### src/rtl/csa9_pkg.sv
package csa9_pkg;
  localparam int NWORDS = 9;
  localparam int GROWTH = 4;

  // words leaving a layer of 3:2 compressors plus pass-through leftovers
  function automatic int layer_out(input int n);
    return 2 * (n / 3) + (n % 3);
  endfunction
endpackage

### src/rtl/csa_cell.sv
module csa_cell #(
  parameter int WD = 20
) (
  input  logic [WD-1:0] a,
  input  logic [WD-1:0] b,
  input  logic [WD-1:0] c,
  output logic [WD-1:0] s,
  output logic [WD-1:0] k
);
  logic [WD-1:0] maj;

  always_comb begin
    s   = a ^ b ^ c;
    maj = (a & b) | (a & c) | (b & c);
    k   = {maj[WD-2:0], 1'b0};
  end
endmodule

### src/rtl/csa_layer.sv
module csa_layer #(
  parameter int WD  = 20,
  parameter int NIN = 9
) (
  input  logic                                   clk,
  input  logic                                   rst,
  input  logic                                   in_vld,
  input  logic [NIN*WD-1:0]                      in_bus,
  output logic                                   out_vld,
  output logic [csa9_pkg::layer_out(NIN)*WD-1:0] out_bus
);
  localparam int NCSA  = NIN / 3;
  localparam int NPASS = NIN % 3;
  localparam int NOUT  = csa9_pkg::layer_out(NIN);

  logic [NOUT*WD-1:0] nxt;

  for (genvar g = 0; g < NCSA; g++) begin : g_csa
    csa_cell #(.WD(WD)) u_cell (
      .a(in_bus[(3*g)*WD +: WD]),
      .b(in_bus[(3*g+1)*WD +: WD]),
      .c(in_bus[(3*g+2)*WD +: WD]),
      .s(nxt[(2*g)*WD +: WD]),
      .k(nxt[(2*g+1)*WD +: WD])
    );
  end

  for (genvar p = 0; p < NPASS; p++) begin : g_pass
    assign nxt[(2*NCSA+p)*WD +: WD] = in_bus[(3*NCSA+p)*WD +: WD];
  end

  always_ff @(posedge clk) begin
    if (rst) begin
      out_vld <= 1'b0;
      out_bus <= '0;
    end else begin
      out_vld <= in_vld;
      if (in_vld) out_bus <= nxt;
    end
  end

  function automatic logic [WD-1:0] total_in(input logic [NIN*WD-1:0] v);
    logic [WD-1:0] t = '0;
    for (int i = 0; i < NIN; i++) t += v[i*WD +: WD];
    return t;
  endfunction

  function automatic logic [WD-1:0] total_out(input logic [NOUT*WD-1:0] v);
    logic [WD-1:0] t = '0;
    for (int i = 0; i < NOUT; i++) t += v[i*WD +: WD];
    return t;
  endfunction

  // a layer never changes the word total of the set it carries
  assert_sum_kept_R7: assert property (@(posedge clk) disable iff (rst)
    out_vld |-> (total_out(out_bus) == $past(total_in(in_bus))));

  // flag flows one stage per edge
  assert_vld_follows_R4: assert property (@(posedge clk) disable iff (rst)
    !in_vld |=> !out_vld);
endmodule

### src/rtl/cpa_stage.sv
module cpa_stage #(
  parameter int WD = 20
) (
  input  logic          clk,
  input  logic          rst,
  input  logic          in_vld,
  input  logic [2*WD-1:0] in_bus,
  output logic          out_vld,
  output logic [WD-1:0] out_sum
);
  always_ff @(posedge clk) begin
    if (rst) begin
      out_vld <= 1'b0;
      out_sum <= '0;
    end else begin
      out_vld <= in_vld;
      if (in_vld) out_sum <= in_bus[0 +: WD] + in_bus[WD +: WD];
    end
  end
endmodule

### src/rtl/csa9_sum_pipe.sv
module csa9_sum_pipe #(
  parameter int W = 16
) (
  input  logic                           clk,
  input  logic                           rst,
  input  logic                           in_vld,
  input  logic [csa9_pkg::NWORDS*W-1:0]  in_words,
  output logic                           out_vld,
  output logic [W+csa9_pkg::GROWTH-1:0]  out_sum
);
  import csa9_pkg::*;

  localparam int OW = W + GROWTH;
  localparam int N1 = layer_out(NWORDS);
  localparam int N2 = layer_out(N1);
  localparam int N3 = layer_out(N2);
  localparam int N4 = layer_out(N3);
  localparam logic [OW-1:0] PEAK = OW'(NWORDS) * OW'((1 << W) - 1);

  logic [NWORDS*OW-1:0] l0;
  logic [N1*OW-1:0] l1;
  logic [N2*OW-1:0] l2;
  logic [N3*OW-1:0] l3;
  logic [N4*OW-1:0] l4;
  logic v1, v2, v3, v4;
  logic armed;

  for (genvar i = 0; i < NWORDS; i++) begin : g_ext
    assign l0[i*OW +: OW] = {{GROWTH{1'b0}}, in_words[i*W +: W]};
  end

  csa_layer #(.WD(OW), .NIN(NWORDS)) u_lay1 (
    .clk(clk), .rst(rst), .in_vld(in_vld), .in_bus(l0), .out_vld(v1), .out_bus(l1));
  csa_layer #(.WD(OW), .NIN(N1)) u_lay2 (
    .clk(clk), .rst(rst), .in_vld(v1), .in_bus(l1), .out_vld(v2), .out_bus(l2));
  csa_layer #(.WD(OW), .NIN(N2)) u_lay3 (
    .clk(clk), .rst(rst), .in_vld(v2), .in_bus(l2), .out_vld(v3), .out_bus(l3));
  csa_layer #(.WD(OW), .NIN(N3)) u_lay4 (
    .clk(clk), .rst(rst), .in_vld(v3), .in_bus(l3), .out_vld(v4), .out_bus(l4));

  cpa_stage #(.WD(OW)) u_cpa (
    .clk(clk), .rst(rst), .in_vld(v4), .in_bus(l4), .out_vld(out_vld), .out_sum(out_sum));

  always_ff @(posedge clk) begin
    if (rst) armed <= 1'b0;
    else     armed <= 1'b1;
  end

  // result never wraps past the largest nine-word total
  assert_no_overflow_R6: assert property (@(posedge clk) disable iff (rst)
    out_vld |-> (out_sum <= PEAK));

  // every result traces back to an accepted set five edges earlier
  assert_latency_R2: assert property (@(posedge clk) disable iff (rst)
    out_vld |-> $past(in_vld, 5));

  // output word is held between results
  assert_hold_R9: assert property (@(posedge clk) disable iff (rst)
    (armed && !out_vld) |-> $stable(out_sum));

  // schedule reaches two words after four layers
  initial begin
    assert_schedule_R7: assert (N1 == 6 && N2 == 4 && N3 == 3 && N4 == 2);
  end
endmodule

### config.mk
export PLATFORM = sky130hd
export DESIGN_NAME = csa9_sum_pipe
export DESIGN_NICKNAME = d
export VERILOG_FILES = /design/src/rtl/csa9_pkg.sv /design/src/rtl/csa_cell.sv /design/src/rtl/csa_layer.sv /design/src/rtl/cpa_stage.sv /design/src/rtl/csa9_sum_pipe.sv
export SDC_FILE = /design/constraint.sdc
export NUM_CORES = 1
export LEC_CHECK = 0
export BUFFER_PORTS_ARGS = -buffer_cell sky130_fd_sc_hd__buf_4
export CORE_UTILIZATION = 52
export CTS_BUF_LIST = sky130_fd_sc_hd__clkbuf_16
export DETAILED_ROUTE_END_ITERATION = 10
export GPL_TIMING_DRIVEN = 0
export PLACE_DENSITY = 0.83
export SYNTH_ARGS = -nofsm -noshare
export SYNTH_HDL_FRONTEND = slang
export SYNTH_SLANG_ARGS = --single-unit
### constraint.sdc
create_clock -name clk -period 2.11 [get_ports clk]
set_input_delay 0.422 -clock clk [delete_from_list [all_inputs] [get_ports clk]]
set_output_delay 0.422 -clock clk [all_outputs]
set_load 0.01 [all_outputs]
==> impl_results.md, run 1 <==
* Worst setup EP type: register
* CP startpoint: u_lay4.out_bus[2]$_SDFFE_PP0P_
* Tightest hold margin at 0.226 ns
* Seq pwr share at 0.468
* Power Dens Cells at 778 mW/mm^2
* Worst r2r src: u_lay4.out_bus[2]$_SDFFE_PP0P_
* Vias/cell at 5.36
* Clock tree from TritonCTS: done
* Vias at 8,806
* Area Growth Syn to Fin at 22.3%
* Clock Latency Late Sink at 0.53 ns
* Antenna Nets Post-Route at 0
* # rows at 56
* Netlist cell types at 52
* Post-synthesis sequential area ratio at 0.437
* Status: finished, violations left
* Int Pwr at 8.99 mW
* Final hold vios at 0
* WS Path Type: register to register
* Synthesis Warnings at 0
* Ratio of cells with drive above 1 in the final layout at 0.193
* RSZ-0062 raised after global routing: yes
* # IOs at 168
* Leak pwr at 6.63 nW
* Vias in the first global route at 8,876
* Worst VDD drop at 0.000682 V
* Max Fclk at 0.463 GHz
* Hold Crit Class: input port to register
* Width of the die at 157 um
* Most frequent cell after synthesis: dfxtp_1
* RD Place Congestion at 0.821
* Synth Instances at 1,104
* Final period utilization at 1.02
* Non-Filler Instances at 1,643
* Placed instance area at 0.0141 mm^2
* Post-route cell area at 0.0153 mm^2
* CTS H-tree lvls at 1
* Layout net count at 1,584
* Mapped cell area at 0.0125 mm^2
* Post-route DRC violation count at 0
* Failing checks: setup timing
* Design Power at 11.9 mW
* Sw Ratio at 0.243
* GR Util All Layers at 0.247
* Share of flip-flops with an asynchronous set or reset at 0
* CTS Buf Count at 28
* Fin crit period at 2.16 ns
* Dpl cells at 1,589
* Total global routing overflow at 0
* 1st-iter DRT viols at 495
* Core area at 0.0235 mm^2
* Initial core utilization at 0.531
* Initial antenna violation count at 0
* DR pass1 iterations at 4
* Number of max-cap violations at 0
* Most frequent cells after synthesis: dfxtp_1, nor2_1, mux2i_1
* Synth Flop Type: dfxtp_1
* FF-to-FF setup slack at -0.05 ns
* Largest net degree at the start of global routing at 16
* EDFF count, synth at 0
* HP Start: rst
* WL per Instance at 18.5 um
* CTS Buffer Depth at 3
* Fin. max-slew vios at 0
* Sw Pwr at 2.88 mW
* Root buffer cell: clkbuf_16
* Antenna cell count at 0
* Slew HR at 0.335
* Final worst setup slack at -0.0520 ns
* Worst EP required at 2.50 ns
* Startpoint types: register
* Synth top area cells: dfxtp_1, mux2i_1, fa_1
* Number of synthesized register bits at 272
* Final setup fails at 3
* Worst Skew at 0.00978 ns
* Yosys top cell area share at 0.437
* Least-Margin Pin Slew at 0.997 ns
* CTS Sinks at 272
* Synthesized net count at 1,382
* Crit path arrival time at 2.55 ns
* Reg clk slew, reported paths at 0.06 ns
* Syn avg cell area at 11.3 um^2
* Clock share of power at 0.418
* # port buffers at 166
* First-pass GRT wire length at 46,400 um
* Power share of the combinational group at 0.114
* Synth area leader: dfxtp_1
* Hpwl dp at 22,700 um
* Die Area at 0.0246 mm^2
* Max FO, Critical Path at 5
* Post-Route WL at 30,400 um
* Die Height at 157 um
-- per-stage QoR --
stage | TNS, ns | setup WS [ns] | util
3_5_place_dp | -4.35 | -0.177 | 0.601
3_3_place_gp | -2.95 | -0.140 | 0.601
4_1_cts | -0.288 | -0.109 | 0.645
5_1_grt | -0.448 | -0.130 | 0.650
6_report | -0.125 | -0.0520 | 0.650
2_1_floorplan | 0 | 0.0382 | -
-- power by group through the flow --
| stage | combinational (mW) | clock (mW) | sequential [mW] |
|---|---|---|---|
| 3_5_place_dp | 1.31 | 0 | 5.66 |
| 3_3_place_gp | 1.27 | 0 | 5.65 |
| 4_1_cts | 1.35 | 5.01 | 5.55 |
| 5_1_grt | 1.48 | 5.23 | 5.58 |
| 2_1_floorplan | 0.713 | 0 | 5.61 |
| 6_report | 1.35 | 4.96 | 5.55 |
-- metal layers --
layer  vias to the layer above  routed length (um)  GRT usage
li1                       4126                   -          -
met1                      4328               12000      0.308
met2                       279               15500      0.427
met3                        73                1670     0.0360
met4                         0                1200      0.100
met5                         -                   0          0
-- final timing paths --
kind | to | cells past startpoint
worst max register to register | u_cpa.out_sum[14]$_SDFFE_PP0P_ | 10
worst min register to register | u_cpa.out_sum[12]$_SDFFE_PP0P_ | 2
worst max-delay path | u_cpa.out_sum[14]$_SDFFE_PP0P_ | 10
worst min-delay path | u_cpa.out_sum[16]$_SDFFE_PP0P_ | 3
-- layout make-up --
cell class | instances | area [um^2]
flip-flops and latches | 272 | 5450
clock inverters | 19 | 203
fillers | 1741 | 8220
repair buffers | 172 | 1290
well taps | 319 | 399
multi-input cells | 760 | 6900
plain buffers | 63 | 250
inverters | 9 | 33.8
clock buffers | 29 | 726
-- state kept, by name (all words and copies together), names as in the netlist --
signal	cells
u_lay1.out_vld	1
u_lay4.out_bus	35
u_cpa.out_vld	1
u_lay4.out_vld	1
u_lay2.out_bus	66
u_cpa.out_sum	20
u_lay3.out_vld	1
u_lay3.out_bus	50
u_lay1.out_bus	96
u_lay2.out_vld	1
-- layout by cell type (no fill, tap or decap), types with 3 or more instances in the layout --
cell type | synthesis | layout
nor2b_1 | 4 | 4
clkinv_1 | 1 | 3
dfxtp_2 | 0 | 4
o21ai_1 | 0 | 4
clkinv_2 | 0 | 4
nor3b_1 | 3 | 3
o21a_1 | 3 | 3
ha_1 | 21 | 16
nand2_1 | 12 | 12
clkbuf_1 | 36 | 36
a21o_1 | 9 | 8
and3_1 | 5 | 4
inv_1 | 8 | 11
a21oi_1 | 14 | 13
nor3_1 | 5 | 5
buf_4 | 0 | 172
dfxtp_1 | 272 | 268
bufinv_16 | 0 | 4
fa_1 | 110 | 109
a211oi_1 | 4 | 4
nand3_1 | 6 | 6
ha_4 | 0 | 4
buf_1 | 16 | 16
buf_2 | 11 | 11
o21ai_0 | 12 | 6
mux2i_1 | 251 | 251
clkinvlp_4 | 0 | 3
nor2_1 | 261 | 260
clkbuf_16 | 0 | 29
-- critical path, stage by stage, from the launching register on --
cell	delay [ns]
dfxtp_2	0.34
ha_4	0.16
inv_2	0.05
fa_2	0.22
nor2b_4	0.05
o31a_1	0.26
o31a_4	0.33
buf_4	0.16
o21ba_4	0.20
o21ai_2	0.14
o311ai_2	0.12
-- repair_timing --
item	4_1_cts	5_1_grt
buffers inserted	5	1
endpoints found under the setup margin	3	9
hold buffers	0	0
resized for setup	14	22
pin swaps	9	16
-- cells by family (layout without fill, tap and decap cells) --
family,Yosys count,after routing,synth area share
AOI/OAI and AO/OA,64,64,0.0371
and+or+nand+nor,310,310,0.101
muxes,251,251,0.202
xor gates and xnor gates,4,4,0.00281
DFF,272,272,0.437
buffers and inverters,72,292,0.0228
adders and majority gates,131,131,0.198
Note: power is estimated with default switching activity, not from simulation.
==> inputs of run 2 (changes only) <==
- CORE_UTILIZATION: 52 -> 54
- CTS_BUF_LIST: sky130_fd_sc_hd__clkbuf_16 -> sky130_fd_sc_hd__clkbuf_8
- PLACE_DENSITY: 0.83 -> 0.85
==> run 2 against run 1 <==
  * The flow still finishes with violations (setup timing)
  * Critical path depth shrank 1
  * Via count grew 1.4%
  * Combinational power is essentially flat
  * Non-clock buffer count shrank 3
  * Utilization grew 1.8 points
  * Final area shrank 0.87%
  * Wire length shrank 1.8%
==> impl_results.md, run 2 (same netlist as run 1, synthesis figures left out) <==
* Die Height at 154 um
* CTS Sinks at 272
* Leak pwr at 6.69 nW
* Startpoint types: register
* WL per Instance at 18.3 um
* Power Dens Cells at 766 mW/mm^2
* 1st-iter DRT viols at 366
* Largest reg by FF count: u_lay1.out_bus
* CTS Buffer Depth at 3
* Initial core utilization at 0.551
* Vias/cell at 5.46
* Ratio of cells with drive above 1 in the final layout at 0.195
* Commonest cells after routing, fill and taps aside: dfxtp_1, nor2_1, mux2i_1, buf_4, fa_1
* Final setup fails at 2
* Worst VDD drop at 0.000594 V
* Failing checks: setup timing
* WS Path Type: register to register
* RSZ-0062 raised after global routing: yes
* Slew HR at 0.318
* Dpl cells at 1,555
* Die Area at 0.0237 mm^2
* Biggest regs: u_lay1.out_bus x96, u_lay2.out_bus x66, u_lay3.out_bus x50
* Clock tree from TritonCTS: done
* # port buffers at 166
* Fin crit period at 2.19 ns
* Final worst setup slack at -0.0758 ns
* Final period utilization at 1.04
* First-pass GRT wire length at 46,600 um
* Post-route DRC violation count at 0
* Post-Route WL at 29,800 um
* Least-Margin Pin Slew at 1.02 ns
* CTS H-tree lvls at 2
* Crit path arrival time at 2.61 ns
* CTS Buf Count at 44
* Reg clk slew, reported paths at 0.06 ns
* Hpwl dp at 22,600 um
* Width of the die at 154 um
* Total global routing overflow at 0
* RD Place Congestion at 0.835
* Area Growth Syn to Fin at 21.3%
* Max Fclk at 0.457 GHz
* # rows at 55
* Layout net count at 1,597
* Number of max-cap violations at 0
* Antenna cell count at 0
* Final hold vios at 0
* Layout Utilization at 0.668
* Vias at 8,927
* # IOs at 168
* Initial antenna violation count at 0
* GR Util All Layers at 0.253
* Antenna Nets Post-Route at 0
* Clock Latency Late Sink at 0.56 ns
* Worst Skew at 0.0252 ns
* Hold Crit Class: input port to register
* Worst setup EP type: register
* Status: finished, violations left
* Leading cell type in the layout, fill and taps excluded: dfxtp_1
* Fin. max-slew vios at 0
* Max FO, Critical Path at 6
* Max FFs per register at 96
* Root buffer cell: clkbuf_8
* Core area at 0.0226 mm^2
* Largest net degree at the start of global routing at 12
* Vias in the first global route at 9,218
* Non-Filler Instances at 1,635
* DR pass1 iterations at 5
* Worst EP required at 2.54 ns
-- run 2: cell types whose count changed in the layout (fill, tap and decap cells not counted), sizes merged --
cell / previous run / this run
buf: 199 / 196
bufinv: 4 / 3
clkbuf: 65 / 89
clkinv: 8 / 6
clkinvlp: 3 / 1
inv: 13 / 23
-- run 2: area by class of cell --
| type | instances | area (um^2) |
|---|---|---|
| Clock buffer | 53 | 729 |
| Multi-Input combinational cell | 760 | 6850 |
| Timing Repair Buffer | 169 | 1270 |
| Tap cell | 285 | 357 |
| Inverter | 9 | 33.8 |
| Fill cell | 1622 | 7520 |
| Buffer | 63 | 250 |
| Clock inverter | 24 | 184 |
| Sequential cell | 272 | 5450 |
-- run 2: critical path, cell delays in order (launching register included) --
cell       delay, ns
dfxtp_2         0.34
ha_4            0.16
inv_2           0.05
fa_2            0.22
nor2b_4         0.05
o31a_1          0.27
o31a_4          0.34
o2111ai_4       0.21
a2111oi_2       0.10
a311o_1         0.33
-- run 2: where the power goes --
| group | internal, mW | leakage, nW | switching (mW) |
|---|---|---|---|
| Combinational | 0.651 | 3.95 | 0.681 |
| Clock | 2.64 | 0.522 | 2.07 |
| Sequential | 5.36 | 2.22 | 0.184 |
-- run 2: metal layers --
| layer | vias to the layer above | part of all wire | track usage | wire length [um] |
|---|---|---|---|---|
| met2 | 261 | 0.50 | 0.435 | 15000 |
| met3 | 82 | 0.043 | 0.0395 | 1290 |
| met4 | 0 | 0.039 | 0.116 | 1150 |
| li1 | 4145 | - | - | - |
| met1 | 4439 | 0.42 | 0.314 | 12400 |
| met5 | - | 0 | 0 | 0 |
-- run 2: final timing paths --
path | depth (start not counted) | endpoint | start | slack, ns
max | 9 | u_cpa.out_sum[18]$_SDFFE_PP0P_ | u_lay4.out_bus[2]$_SDFFE_PP0P_ | -0.08
min | 3 | u_cpa.out_sum[16]$_SDFFE_PP0P_ | rst | 0.20
max reg2reg | 9 | u_cpa.out_sum[18]$_SDFFE_PP0P_ | u_lay4.out_bus[2]$_SDFFE_PP0P_ | -0.08
min reg2reg | 2 | u_cpa.out_sum[12]$_SDFFE_PP0P_ | u_cpa.out_sum[12]$_SDFFE_PP0P_ | 0.45
-- run 2: stage by stage --
stage	worst slack, ns	setup TNS (ns)	hold WS, ns	power, mW	instance area [um^2]
4_1_cts	-0.0586	-0.0827	0.178	11.6	15000
6_report	-0.0758	-0.0944	0.204	11.6	15100
3_3_place_gp	-0.141	-2.96	0.451	6.91	14100
3_5_place_dp	-0.178	-5.98	0.460	6.96	14100
5_1_grt	-0.151	-0.463	0.205	12.0	15100
2_1_floorplan	0.0382	0	0.460	6.32	12500
-- run 2: what timing repair did --
item | CTS | global route
endpoints found under the setup margin | 5 | 7
hold buffers | 0 | 0
setup buffers | 1 | 2
pin swaps | 4 | 6
gates resized for setup | 12 | 12
